`config.mk`:
```
export PLATFORM = sky130hd
export DESIGN_NAME = exc_entry_seq
export DESIGN_NICKNAME = d
export VERILOG_FILES = /design/src/rtl/exc_entry_pkg.sv /design/src/rtl/exc_route.sv /design/src/rtl/exc_ccs_xform.sv /design/src/rtl/exc_seq_fsm.sv /design/src/rtl/exc_entry_seq.sv
export SDC_FILE = /design/constraint.sdc
export NUM_CORES = 1
export LEC_CHECK = 0
export ABC_AREA = 0
export ABC_CLOCK_PERIOD_IN_PS = 1900
export BUFFER_PORTS_ARGS = -buffer_cell sky130_fd_sc_hd__buf_2
export CAP_MARGIN = 20
export CORE_AREA = 2 2 185 187
export DETAILED_ROUTE_END_ITERATION = 12
export DIE_AREA = 0 0 187 189
export PLACE_DENSITY = 0.55
export SETUP_SLACK_MARGIN = 0.5
export SLEW_MARGIN = 20
export SYNTH_ARGS = -nofsm -noshare
export SYNTH_HDL_FRONTEND = slang
export SYNTH_SLANG_ARGS = --single-unit
```
`constraint.sdc`:
```
create_clock -name clk -period 1.9 [get_ports clk]
set_input_delay 0.19 -clock clk [delete_from_list [all_inputs] [get_ports clk]]
set_output_delay 0.19 -clock clk [all_outputs]
set_load 0.05 [all_outputs]
```
`src/rtl/exc_entry_pkg.sv`:
```
package exc_entry_pkg;
  typedef enum logic [1:0] {
    CAUSE_BREAK = 2'd0,
    CAUSE_NMI   = 2'd1,
    CAUSE_BUSF  = 2'd2,
    CAUSE_IRQ   = 2'd3
  } exc_cause_e;

  typedef enum logic [1:0] {
    ST_IDLE  = 2'd0,
    ST_FETCH = 2'd1,
    ST_FIN   = 2'd2,
    ST_FAULT = 2'd3
  } exc_state_e;
endpackage

```
`src/rtl/exc_route.sv`:
```
module exc_route
  import exc_entry_pkg::*;
#(
  parameter int XLEN  = 32,
  parameter int VEC_W = 8,
  parameter int DS_W  = 2
) (
  input  exc_cause_e       cause,
  input  logic             legacy,
  input  logic [XLEN-1:0]  pc,
  input  logic [DS_W-1:0]  dslot,
  input  logic [VEC_W-1:0] trap_vec,
  input  logic [VEC_W-1:0] fault_vec,
  input  logic [VEC_W-1:0] irq_vec,
  input  logic [XLEN-1:0]  ebp,
  output logic [XLEN-1:0]  ret_addr,
  output logic             erp_sel,
  output logic             nrp_sel,
  output logic             brp_sel,
  output logic             exs_sel,
  output logic [XLEN-1:0]  exs_word,
  output logic             dslot_clr,
  output logic             set_lock,
  output logic             is_fault,
  output logic [XLEN-1:0]  fetch_addr
);
  localparam int IDX_LSB = 8;
  localparam int IDX_W   = 8;

  logic [VEC_W-1:0] vec;
  logic [XLEN-1:0]  vec_x;

  // Vector and return-register choice per cause and mode
  always_comb begin
    vec     = '0;
    erp_sel = 1'b0;
    nrp_sel = 1'b0;
    brp_sel = 1'b0;
    unique case (cause)
      CAUSE_BREAK: begin
        vec     = trap_vec;
        brp_sel = legacy;
        erp_sel = !legacy;
      end
      CAUSE_NMI: begin
        vec     = '0;
        brp_sel = legacy;
        nrp_sel = !legacy;
      end
      CAUSE_BUSF: begin
        vec     = fault_vec;
        erp_sel = !legacy;
      end
      default: begin
        vec     = irq_vec;
        erp_sel = 1'b1;
      end
    endcase
  end

  always_comb begin
    vec_x      = XLEN'(vec);
    is_fault   = legacy && (cause == CAUSE_BUSF);
    set_lock   = legacy;
    exs_sel    = !legacy;
    exs_word   = XLEN'({vec_x[IDX_W-1:0], {IDX_LSB{1'b0}}});
    dslot_clr  = !legacy && (dslot != '0);
    ret_addr   = legacy ? pc : (pc - XLEN'(dslot));
    fetch_addr = ebp + (vec_x << 2);
  end
endmodule

```
`src/rtl/exc_ccs_xform.sv`:
```
module exc_ccs_xform #(
  parameter int XLEN       = 32,
  parameter int U_BIT      = 8,
  parameter int M_MAIN_BIT = 9,
  parameter int M_OLD_BIT  = 7,
  parameter int F_OLD_BIT  = 6
) (
  input  logic            legacy,
  input  logic            is_nmi,
  input  logic [XLEN-1:0] ccs,
  input  logic [XLEN-1:0] sp,
  input  logic [XLEN-1:0] ksp,
  output logic [XLEN-1:0] ccs_new,
  output logic            swap,
  output logic [XLEN-1:0] usp_new,
  output logic [XLEN-1:0] sp_new
);
  localparam int KEEP_W  = 2;
  localparam int CLEAR_W = 10;
  localparam int MOVE_W  = XLEN - KEEP_W - CLEAR_W;

  logic [XLEN-1:0] masked;

  always_comb begin
    masked = ccs;
    if (is_nmi) begin
      if (legacy) masked[M_OLD_BIT]  = 1'b0;
      else        masked[M_MAIN_BIT] = 1'b0;
    end
    if (legacy) begin
      ccs_new            = masked;
      ccs_new[F_OLD_BIT] = 1'b1;
    end else begin
      ccs_new = {masked[XLEN-1 -: KEEP_W], masked[MOVE_W-1:0], {CLEAR_W{1'b0}}};
    end
    swap    = ccs[U_BIT];
    usp_new = sp;
    sp_new  = ksp;
  end
endmodule

```
`src/rtl/exc_seq_fsm.sv`:
```
module exc_seq_fsm
  import exc_entry_pkg::*;
(
  input  logic clk,
  input  logic rst_n,
  input  logic req_valid,
  input  logic req_fault,
  input  logic rd_ack,
  output logic accept,
  output logic capture,
  output logic busy,
  output logic rd_req,
  output logic fin,
  output logic fault
);
  exc_state_e state_q, state_d;

  always_comb begin
    state_d = state_q;
    unique case (state_q)
      ST_IDLE:  if (req_valid) state_d = req_fault ? ST_FAULT : ST_FETCH;
      ST_FETCH: if (rd_ack)    state_d = ST_FIN;
      ST_FIN:   state_d = ST_IDLE;
      default:  state_d = ST_IDLE;
    endcase
  end

  always_ff @(posedge clk or negedge rst_n) begin
    if (!rst_n) state_q <= ST_IDLE;
    else        state_q <= state_d;
  end

  always_comb begin
    accept  = (state_q == ST_IDLE) && req_valid;
    rd_req  = (state_q == ST_FETCH);
    capture = rd_req && rd_ack;
    fin     = (state_q == ST_FIN);
    fault   = (state_q == ST_FAULT);
    busy    = (state_q != ST_IDLE);
  end
endmodule

```
`src/rtl/exc_entry_seq.sv`:
```
module exc_entry_seq
  import exc_entry_pkg::*;
#(
  parameter int XLEN       = 32,
  parameter int VEC_W      = 8,
  parameter int DS_W       = 2,
  parameter int VER_W      = 8,
  parameter int LEGACY_VER = 32,
  parameter int U_BIT      = 8,
  parameter int M_MAIN_BIT = 9,
  parameter int M_OLD_BIT  = 7,
  parameter int F_OLD_BIT  = 6
) (
  input  logic             clk,
  input  logic             rst_n,
  input  logic             req_valid,
  input  logic [1:0]       req_cause,
  input  logic [VER_W-1:0] core_ver,
  input  logic [XLEN-1:0]  cur_pc,
  input  logic [DS_W-1:0]  dslot_cnt,
  input  logic [VEC_W-1:0] trap_vec,
  input  logic [VEC_W-1:0] fault_vec,
  input  logic [VEC_W-1:0] irq_vec,
  input  logic [XLEN-1:0]  ccs_in,
  input  logic [XLEN-1:0]  sp_in,
  input  logic [XLEN-1:0]  ksp_in,
  input  logic [XLEN-1:0]  ebp_in,
  output logic             busy,
  output logic             rd_req,
  output logic [XLEN-1:0]  rd_addr,
  input  logic             rd_ack,
  input  logic [XLEN-1:0]  rd_data,
  output logic             done,
  output logic             pc_we,
  output logic [XLEN-1:0]  pc_val,
  output logic             erp_we,
  output logic             nrp_we,
  output logic             brp_we,
  output logic [XLEN-1:0]  ret_val,
  output logic             exs_we,
  output logic [XLEN-1:0]  exs_val,
  output logic             ccs_we,
  output logic [XLEN-1:0]  ccs_val,
  output logic             usp_we,
  output logic [XLEN-1:0]  usp_val,
  output logic             sp_we,
  output logic [XLEN-1:0]  sp_val,
  output logic             dslot_clr,
  output logic             irq_lock,
  output logic             bus_err,
  output logic             cause_clr
);
  exc_cause_e      cause;
  logic            legacy;
  logic [XLEN-1:0] r_ret, r_exs, r_addr;
  logic            r_erp, r_nrp, r_brp, r_exs_en, r_dsc, r_lock, r_fault;
  logic [XLEN-1:0] x_ccs, x_usp, x_sp;
  logic            x_swap;
  logic            accept, capture, fin, fault;

  // Latched entry plan
  logic [XLEN-1:0] q_ret, q_exs, q_addr, q_ccs, q_usp, q_sp, q_pc;
  logic            q_erp, q_nrp, q_brp, q_exs_en, q_dsc, q_lock, q_swap;

  always_comb begin
    cause  = exc_cause_e'(req_cause);
    legacy = (core_ver < VER_W'(LEGACY_VER));
  end

  exc_route #(.XLEN(XLEN), .VEC_W(VEC_W), .DS_W(DS_W)) u_route (
    .cause      (cause),
    .legacy     (legacy),
    .pc         (cur_pc),
    .dslot      (dslot_cnt),
    .trap_vec   (trap_vec),
    .fault_vec  (fault_vec),
    .irq_vec    (irq_vec),
    .ebp        (ebp_in),
    .ret_addr   (r_ret),
    .erp_sel    (r_erp),
    .nrp_sel    (r_nrp),
    .brp_sel    (r_brp),
    .exs_sel    (r_exs_en),
    .exs_word   (r_exs),
    .dslot_clr  (r_dsc),
    .set_lock   (r_lock),
    .is_fault   (r_fault),
    .fetch_addr (r_addr)
  );

  exc_ccs_xform #(
    .XLEN(XLEN), .U_BIT(U_BIT), .M_MAIN_BIT(M_MAIN_BIT),
    .M_OLD_BIT(M_OLD_BIT), .F_OLD_BIT(F_OLD_BIT)
  ) u_ccs (
    .legacy  (legacy),
    .is_nmi  (cause == CAUSE_NMI),
    .ccs     (ccs_in),
    .sp      (sp_in),
    .ksp     (ksp_in),
    .ccs_new (x_ccs),
    .swap    (x_swap),
    .usp_new (x_usp),
    .sp_new  (x_sp)
  );

  exc_seq_fsm u_fsm (
    .clk       (clk),
    .rst_n     (rst_n),
    .req_valid (req_valid),
    .req_fault (r_fault),
    .rd_ack    (rd_ack),
    .accept    (accept),
    .capture   (capture),
    .busy      (busy),
    .rd_req    (rd_req),
    .fin       (fin),
    .fault     (fault)
  );

  always_ff @(posedge clk or negedge rst_n) begin
    if (!rst_n) begin
      q_ret    <= '0;
      q_exs    <= '0;
      q_addr   <= '0;
      q_ccs    <= '0;
      q_usp    <= '0;
      q_sp     <= '0;
      q_pc     <= '0;
      q_erp    <= 1'b0;
      q_nrp    <= 1'b0;
      q_brp    <= 1'b0;
      q_exs_en <= 1'b0;
      q_dsc    <= 1'b0;
      q_lock   <= 1'b0;
      q_swap   <= 1'b0;
    end else begin
      if (accept) begin
        q_ret    <= r_ret;
        q_exs    <= r_exs;
        q_addr   <= r_addr;
        q_ccs    <= x_ccs;
        q_usp    <= x_usp;
        q_sp     <= x_sp;
        q_erp    <= r_erp;
        q_nrp    <= r_nrp;
        q_brp    <= r_brp;
        q_exs_en <= r_exs_en;
        q_dsc    <= r_dsc;
        q_lock   <= r_lock;
        q_swap   <= x_swap;
      end
      if (capture) begin
        q_pc <= rd_data;
      end
    end
  end

  always_comb begin
    rd_addr   = q_addr;
    done      = fin;
    cause_clr = fin;
    pc_we     = fin;
    pc_val    = q_pc;
    erp_we    = fin && q_erp;
    nrp_we    = fin && q_nrp;
    brp_we    = fin && q_brp;
    ret_val   = q_ret;
    exs_we    = fin && q_exs_en;
    exs_val   = q_exs;
    ccs_we    = fin;
    ccs_val   = q_ccs;
    usp_we    = fin && q_swap;
    usp_val   = q_usp;
    sp_we     = fin && q_swap;
    sp_val    = q_sp;
    dslot_clr = fin && q_dsc;
    irq_lock  = fin && q_lock;
    bus_err   = fault;
  end
endmodule

```
==> impl_metrics.json, run 1 <==
{
  "vias": 10930,
  "route.detailed.drc": 0,
  "finalSetupViolations": 5,
  "pin_count": 471,
  "holdCritStartpoint": "cur_pc[14]",
  "io_buffer_count": 441,
  "multi_input_area_um2": 6140,
  "vias_per_cell": 4.79,
  "cts.path.max_buffers": 3,
  "synth-seq-cells": 208,
  "detail-route-antenna-nets": 0,
  "synth_area_um2": 9640,
  "detailedRoute.firstIterationViolations": 353,
  "clkTransAtPathRegs_ns": 0.06,
  "cellLeakagePower_nw": 9.89,
  "hpwlAfterDp_um": 25200,
  "grt_pass1_vias": 11615,
  "core_area_um2": 33300,
  "top_flip_flop_cell_by_instance_count_after_synthesis": "sky130_fd_sc_hd__dfrtp_1",
  "timing.critical_path.cells": "buf_12 -> buf_6 -> mux2i_4 -> o21ai_2 -> buf_4 -> fa_2 -> a211oi_2 -> o21a_1 -> a211o_1 -> nand2b_4 -> buf_4 -> or4_1 -> nand3_1",
  "crit_fanout": 7,
  "clkSinkCount": 208,
  "sequential_cell_area_um2": 5210,
  "htreeDepth": 1,
  "clock-skew-final_ns": 0.0113,
  "cts_tree": "built",
  "finalNetCount": 2059,
  "design.die.area_um2": 35300,
  "cpMostUsedCell": "sky130_fd_sc_hd__buf_4",
  "p_total_mw": 31.5,
  "worst-endpoint-arrival_ns": 2.52,
  "number_of_buffers_created_by_cts": 25,
  "finalWeightedCongestion": 0.886,
  "worstSetupEndpointType": "flip-flop",
  "min_period_over_period_pct": 108,
  "worstReg2RegStart": "u_fsm.state_q[0]",
  "reg2reg_depth": 9,
  "report.final.hold_viol_count": 0,
  "finalHoldWorstSlack_ns": 0.0240,
  "regToRegSetupSlack_ns": -0.01,
  "horizontal_die_dimension_um": 187,
  "reg2reg_to": "rd_addr[24]",
  "synth_async_sr_flop_share_pct": 100,
  "timing.setup.tns_ns": -0.570,
  "worstHoldPathCells": 3,
  "syn2layout_area_growth_pct": 111,
  "rsz_0062_raised_after_global_routing": "true",
  "drt-pass1-iter-count": 4,
  "grt_start_max_net_pins": 60,
  "fill_cells": 2554,
  "clkLatencyLatePin_ns": 0.52,
  "synth_enable_flop_cells": 0,
  "vdd_ir_drop_max_mv": 0.923,
  "yosysWarnings": 0,
  "grt_use_total_pct": 25.1,
  "antenna_found_initial": 4,
  "final_area_um2": 20300,
  "synthCells": 1031,
  "outcome": "finished with violations",
  "cp_slowest_cell": "sky130_fd_sc_hd__or4_1",
  "powerDensity_nw_per_um2": 1550,
  "placed_cell_area_um2": 13100,
  "violated_checks": "negative setup slack",
  "totalWireLength_um": 47400,
  "crit_required_ns": 2.36,
  "die_h_um": 189,
  "floorplan.initialDensity_pct": 29.0,
  "clock-root-buffer": "sky130_fd_sc_hd__clkbuf_16",
  "grt-ovfl-total": 0,
  "routedWlPerCell_um": 20.8,
  "placement_rows": 67,
  "timing.hold.worst.class": "input pin to flip-flop",
  "worst_hold_path.endpoint": "ret_val[14]",
  "synth-seq-area-share_pct": 54.0,
  "max_cap_viol_count": 0,
  "grt_first_pass_wirelength_um": 69000,
  "startpoint_type_of_the_worst_setup_path": "input pin",
  "synth_cell_type_count": 48,
  "worstSetupPathType": "input pin to flip-flop",
  "report.final.slew_viol_count": 0,
  "syn_area_per_cell_um2": 9.35,
  "cp_slowest_stage_delay_ns": 0.39,
  "final.setup.worst_slack_ns": -0.157,
  "max_freq_ghz": 0.486,
  "finalWorstPathRequiredPeriod_ns": 2.06,
  "drive_gt1_share_pct": 58.1
}
## state kept, by name, indices dropped and copies added, names as in the netlist
signal / cells
ret_val: 32
q_swap: 1
ccs_val: 32
rd_addr: 32
usp_val: 32
q_nrp: 1
q_erp: 1
pc_val: 32
q_brp: 1
q_exs_en: 1
q_dsc: 1
u_fsm.state_q: 2
sp_val: 32
exs_val: 8
## kinds of logic after synthesis
family                   share of synthesized area [%]
AO/OA/AOI/OAI                                     8.90
multiplexers                                      4.57
adder cells (fa/ha/maj)                           1.71
other                                           0.0389
flip-flops                                        54.0
XOR/XNOR                                          4.36
buffers and inverters                             4.91
AND/OR/NAND/NOR                                   21.5
## cell usage in the layout, fill, tap and decap left out, types with 6 or more instances in the layout
cell type	n
sky130_fd_sc_hd__buf_2	331
sky130_fd_sc_hd__dfrtp_1	207
sky130_fd_sc_hd__dlygate4sd3_1	175
sky130_fd_sc_hd__nand2_1	152
sky130_fd_sc_hd__nand2_2	118
sky130_fd_sc_hd__buf_4	104
sky130_fd_sc_hd__nand2_4	91
sky130_fd_sc_hd__buf_16	47
sky130_fd_sc_hd__clkbuf_4	47
sky130_fd_sc_hd__buf_12	43
sky130_fd_sc_hd__buf_6	42
sky130_fd_sc_hd__o21ai_2	33
sky130_fd_sc_hd__mux2_4	32
sky130_fd_sc_hd__o21ai_1	28
sky130_fd_sc_hd__clkbuf_16	28
sky130_fd_sc_hd__xor2_1	26
sky130_fd_sc_hd__nor2_1	26
sky130_fd_sc_hd__conb_1	24
sky130_fd_sc_hd__buf_8	20
sky130_fd_sc_hd__a31oi_1	19
sky130_fd_sc_hd__nor2_4	16
sky130_fd_sc_hd__xnor2_1	15
sky130_fd_sc_hd__a31oi_4	12
sky130_fd_sc_hd__nor2_2	11
sky130_fd_sc_hd__and2_4	10
sky130_fd_sc_hd__o21ai_0	8
sky130_fd_sc_hd__a22o_1	8
sky130_fd_sc_hd__nand3_1	7
sky130_fd_sc_hd__or3_1	7
sky130_fd_sc_hd__a21oi_1	7
sky130_fd_sc_hd__a21o_1	6
sky130_fd_sc_hd__ha_4	6
sky130_fd_sc_hd__clkinv_2	6
## critical path: cells and delay by family
kind,cells,cell delay (ns)
AO/OA/AOI/OAI,4,0.76
AND/OR/NAND/NOR,3,0.65
buffers and inverters,4,0.52
adder cells (fa/ha/maj),1,0.21
multiplexers,1,0.17
## routing by layer
metal | GRT usage, % | part of all wire (%) | vias up
met3 | 5.47 | 6.3 | 112
met5 | 0 | 0.057 | -
met4 | 8.18 | 3.8 | 4
met1 | 29.0 | 37 | 5404
li1 | - | - | 4971
met2 | 46.2 | 53 | 439
## Yosys cell counts (all sizes together), types with 2 or more instances
| cell type | n | area [um2] |
|---|---|---|
| a31oi | 31 | 194 |
| nor4 | 7 | 43.8 |
| ha | 10 | 125 |
| nand2 | 363 | 1360 |
| xor2 | 28 | 245 |
| dfrtp | 208 | 5200 |
| o21ai | 69 | 345 |
| buf | 35 | 240 |
| or3 | 10 | 65.1 |
| nand4 | 4 | 25.0 |
| or4 | 8 | 63.8 |
| o31ai | 5 | 37.5 |
| nand4b | 3 | 41.3 |
| nand3b | 2 | 15.0 |
| xnor2 | 20 | 175 |
| a21oi | 10 | 50.1 |
| nor3 | 5 | 30.0 |
| a21o | 6 | 45.0 |
| inv | 9 | 33.8 |
| o2111ai | 5 | 43.8 |
| mux2i | 8 | 80.1 |
| fa | 2 | 40.0 |
| a22o | 8 | 70.1 |
| and3 | 5 | 31.3 |
| o211ai | 4 | 30.0 |
| mux2 | 32 | 360 |
| and2 | 12 | 75.1 |
| nand2b | 6 | 37.5 |
| nor2 | 53 | 199 |
| clkbuf | 45 | 199 |
| nand3 | 8 | 40.0 |
## area by class of cell
class	count	area share [%]
Clock inverter	12	0.701
Sequential cell	208	25.6
Tap cell	448	2.76
Antenna cell	3	0.0369
Clock buffer	32	3.40
Timing Repair Buffer	812	37.1
Multi-Input combinational cell	759	30.2
Inverter	9	0.271
## worst max path at each step
stage,slack (ns),endpoint,start,cells after the start
2_1_floorplan,-0.62,rd_addr[30],req_cause[1],12
3_3_place_gp,-0.77,rd_addr[30],req_cause[1],12
3_5_place_dp,-0.84,rd_addr[30],req_cause[1],12
4_1_cts,-0.08,rd_addr[30],req_cause[1],11
5_1_grt,-0.24,rd_addr[29],req_cause[1],12
6_report,-0.16,rd_addr[24],req_cause[1],13
## metrics by stage
step / setup WS [ns] / utilization [%] / std cells
4_1_cts: -0.0779 / 56.3 / 2259
6_report: -0.157 / 61.1 / 2283
2_1_floorplan: -0.617 / - / 1054
5_1_grt: -0.236 / 61.1 / 2282
3_3_place_gp: -0.775 / 39.3 / 1936
3_5_place_dp: -0.845 / 39.3 / 1936
## repair_timing
item | in CTS | in global routing
setup endpoints to repair | 224 | 269
setup buffers | 59 | 18
hold buffers | 175 | 0
gates cloned | 45 | 3
gates resized for setup | 419 | 369
pin swaps | 240 | 151
endpoints found under the hold margin | 225 | 0
## power by group
part           switching [mW]  total [mW]  leakage (nW)  internal, mW
sequential               1.63        7.97          2.52          6.35
clock                    1.99        4.96         0.407          2.97
combinational            11.8        18.6          6.96          6.73
No activity file was read; power rests on OpenSTA's default activity.
==> run 2: changes to the inputs <==
--- a/config.mk
+++ b/config.mk
@@ -6,7 +6,7 @@
 export NUM_CORES = 1
 export LEC_CHECK = 0
 export ABC_AREA = 0
-export ABC_CLOCK_PERIOD_IN_PS = 1900
+export ABC_CLOCK_PERIOD_IN_PS = 2380
 export BUFFER_PORTS_ARGS = -buffer_cell sky130_fd_sc_hd__buf_2
 export CAP_MARGIN = 20
 export CORE_AREA = 2 2 185 187
==> constraint.sdc (replaced) <==
create_clock -name clk -period 2.38 [get_ports clk]
set_input_delay 0.238 -clock clk [delete_from_list [all_inputs] [get_ports clk]]
set_output_delay 0.238 -clock clk [all_outputs]
set_load 0.05 [all_outputs]
==> run 2 against run 1 <==
Effect of this change: the run now ends clean; die area stayed put; critical path depth is 6 higher; total power is 35% lower; core utilization is 14 points lower; sequential power is 26% lower.
==> impl_metrics.json, run 2 (synthesis results as in run 1) <==
{
  "report.final.hold_viol_count": 0,
  "routedWlPerCell_um": 16.3,
  "die_h_um": 189,
  "outcome": "completed",
  "route.detailed.drc": 0,
  "timing.critical_path.max_delay_family": "buffers and inverters",
  "floorplan.initialDensity_pct": 29.0,
  "crit_fanout": 7,
  "hpwlAfterDp_um": 24100,
  "most-common-layout-cells": "sky130_fd_sc_hd__buf_2, sky130_fd_sc_hd__nand2_1, sky130_fd_sc_hd__dfrtp_1",
  "grt_first_pass_wirelength_um": 53900,
  "finalWorstPathRequiredPeriod_ns": 2.08,
  "finalWeightedCongestion": 0.841,
  "critical_path.n_buffers_inverters": 15,
  "cpMostUsedCell": "sky130_fd_sc_hd__buf_4",
  "grt_pass1_vias": 9767,
  "cellLeakagePower_nw": 7.93,
  "htreeDepth": 1,
  "rsz_0062_raised_after_global_routing": "true",
  "clock-skew-final_ns": 0.0113,
  "io_buffer_count": 441,
  "drive_gt1_share_pct": 39.7,
  "finalSetupViolations": 0,
  "timing.hold.worst.class": "input pin to flip-flop",
  "min_period_over_period_pct": 87.2,
  "setup.worst_path.end": "exs_val[11]",
  "grt_start_max_net_pins": 89,
  "reg2reg_depth": 6,
  "clkTransAtPathRegs_ns": 0.06,
  "totalWireLength_um": 35000,
  "max_cap_viol_count": 0,
  "cts.path.max_buffers": 3,
  "vias_per_cell": 4.50,
  "max-slew-margin-rel_pct": 57.9,
  "grt-ovfl-total": 0,
  "detailedRoute.firstIterationViolations": 304,
  "clkSinkCount": 208,
  "clock-root-buffer": "sky130_fd_sc_hd__clkbuf_16",
  "crit_cells": 19,
  "horizontal_die_dimension_um": 187,
  "report.final.slew_viol_count": 0,
  "vias": 9704,
  "antenna_found_initial": 5,
  "design.die.area_um2": 35300,
  "final.setup.worst_slack_ns": 0.304,
  "grt_use_total_pct": 18.9,
  "cp_slowest_cell": "sky130_fd_sc_hd__mux2i_2",
  "clkLatencyLatePin_ns": 0.52,
  "setup.worst_path.start": "req_cause[1]",
  "placed_cell_area_um2": 12600,
  "worst-endpoint-arrival_ns": 2.49,
  "fill_cells": 3170,
  "detail-route-antenna-nets": 0,
  "powerDensity_nw_per_um2": 1300,
  "max_freq_ghz": 0.482,
  "worstSetupPathType": "input pin to flip-flop",
  "crit_required_ns": 2.80,
  "cts_tree": "built",
  "final_area_um2": 15600,
  "reg2reg_to": "pc_val[19]",
  "worstSetupEndpointType": "flip-flop",
  "placement_rows": 67,
  "drt-pass1-iter-count": 5,
  "finalHoldWorstSlack_ns": 0.000321,
  "syn2layout_area_growth_pct": 62.3,
  "regToRegSetupSlack_ns": 0.64,
  "vdd_ir_drop_max_mv": 0.756,
  "startpoint_type_of_the_worst_setup_path": "input pin",
  "pin_count": 471,
  "pre_cts_ws_ns": -0.418,
  "mostFrequentLayoutCell": "sky130_fd_sc_hd__buf_2",
  "number_of_buffers_created_by_cts": 25,
  "worstReg2RegStart": "u_fsm.state_q[1]",
  "cp_slowest_stage_delay_ns": 0.24,
  "finalNetCount": 1930,
  "core_area_um2": 33300,
  "timing.critical_path.cells": "buf_12 -> buf_8 -> mux2i_2 -> o21ai_2 -> buf_4 -> buf_4 -> buf_4 -> buf_4 -> buf_4 -> buf_4 -> buf_4 -> buf_4 -> buf_4 -> buf_4 -> buf_4 -> buf_4 -> buf_4 -> nand2_1 -> nand2_1",
  "timing_worst_slew_pin_value_ns": 0.631
}
==> run 2: cell count changes in the layout (fill, tap and decap cells not counted), moves of 31 or more <==
cell                            previous run  this run
sky130_fd_sc_hd__buf_6                    42        11
sky130_fd_sc_hd__mux2_2                    0        32
sky130_fd_sc_hd__mux2_4                   32         0
sky130_fd_sc_hd__buf_16                   47         0
sky130_fd_sc_hd__clkbuf_4                 47         4
sky130_fd_sc_hd__dlygate4sd3_1           175       139
sky130_fd_sc_hd__nand2_2                 118         2
sky130_fd_sc_hd__o21ai_0                   8        42
sky130_fd_sc_hd__buf_12                   43         7
sky130_fd_sc_hd__nand2_1                 152       359
sky130_fd_sc_hd__nand2_4                  91         2
sky130_fd_sc_hd__buf_2                   331       424
==> run 2: how the worst min path moves through the flow <==
stage               start           to  cells past startpoint
6_report        cur_pc[7]   ret_val[7]                      3
5_1_grt        ebp_in[18]  rd_addr[18]                      3
4_1_cts        ebp_in[18]  rd_addr[18]                      3
3_5_place_dp        rst_n    sp_val[6]                      1
3_3_place_gp        rst_n  usp_val[11]                      1
2_1_floorplan       rst_n   ccs_val[0]                      0
==> run 2: per-layer routing <==
layer	routed length (um)	global-route usage (%)	vias to the layer above
met5	0	0	-
met4	893	5.80	0
met3	2450	4.36	55
met2	17200	33.2	342
met1	14500	23.1	4606
li1	-	-	4701
==> run 2: tightest hold or removal path, cell delays in order <==
cell and delay (ns):
sky130_fd_sc_hd__buf_6 0.07, sky130_fd_sc_hd__xnor2_1 0.10, sky130_fd_sc_hd__o21ai_0 0.07
==> run 2: cell type report <==
| cell class | instances | area (um2) | area share [%] |
|---|---|---|---|
| sequential | 208 | 5210 | 33.3 |
| timing repair buffer | 683 | 4610 | 29.5 |
| multi-input combinational | 759 | 4370 | 27.9 |
| clock buffer | 33 | 676 | 4.32 |
| tap | 448 | 561 | 3.58 |
| clock inverter | 11 | 165 | 1.06 |
| inverter | 9 | 48.8 | 0.312 |
| antenna | 5 | 12.5 | 0.0800 |
==> run 2: power breakdown <==
part / switching, mW / leakage [nW] / internal, mW / total, mW
Combinational: 7.99 / 4.99 / 2.50 / 10.5
Sequential: 0.801 / 2.52 / 5.06 / 5.86
Clock: 1.55 / 0.416 / 2.43 / 3.97
==> run 2: what timing repair did <==
| item | CTS | global route |
|---|---|---|
| pin swaps | 17 | 36 |
| gates cloned | 1 | 1 |
| endpoints found under the hold margin | 207 | 1 |
| setup buffers | 39 | 14 |
| gates resized for setup | 46 | 54 |
| hold buffers | 138 | 1 |
| endpoints found under the setup margin | 54 | 111 |
==> run 2: per-stage QoR <==
step | std cells | total power [mW] | util [%] | TNS, ns
6_report | 2156 | 20.3 | 47.0 | 0
2_1_floorplan | 1054 | 13.3 | - | -0.603
3_5_place_dp | 1913 | 16.0 | 38.0 | -4.90
4_1_cts | 2135 | 20.4 | 46.0 | 0
3_3_place_gp | 1913 | 15.9 | 38.0 | -3.52
5_1_grt | 2154 | 21.3 | 47.0 | 0
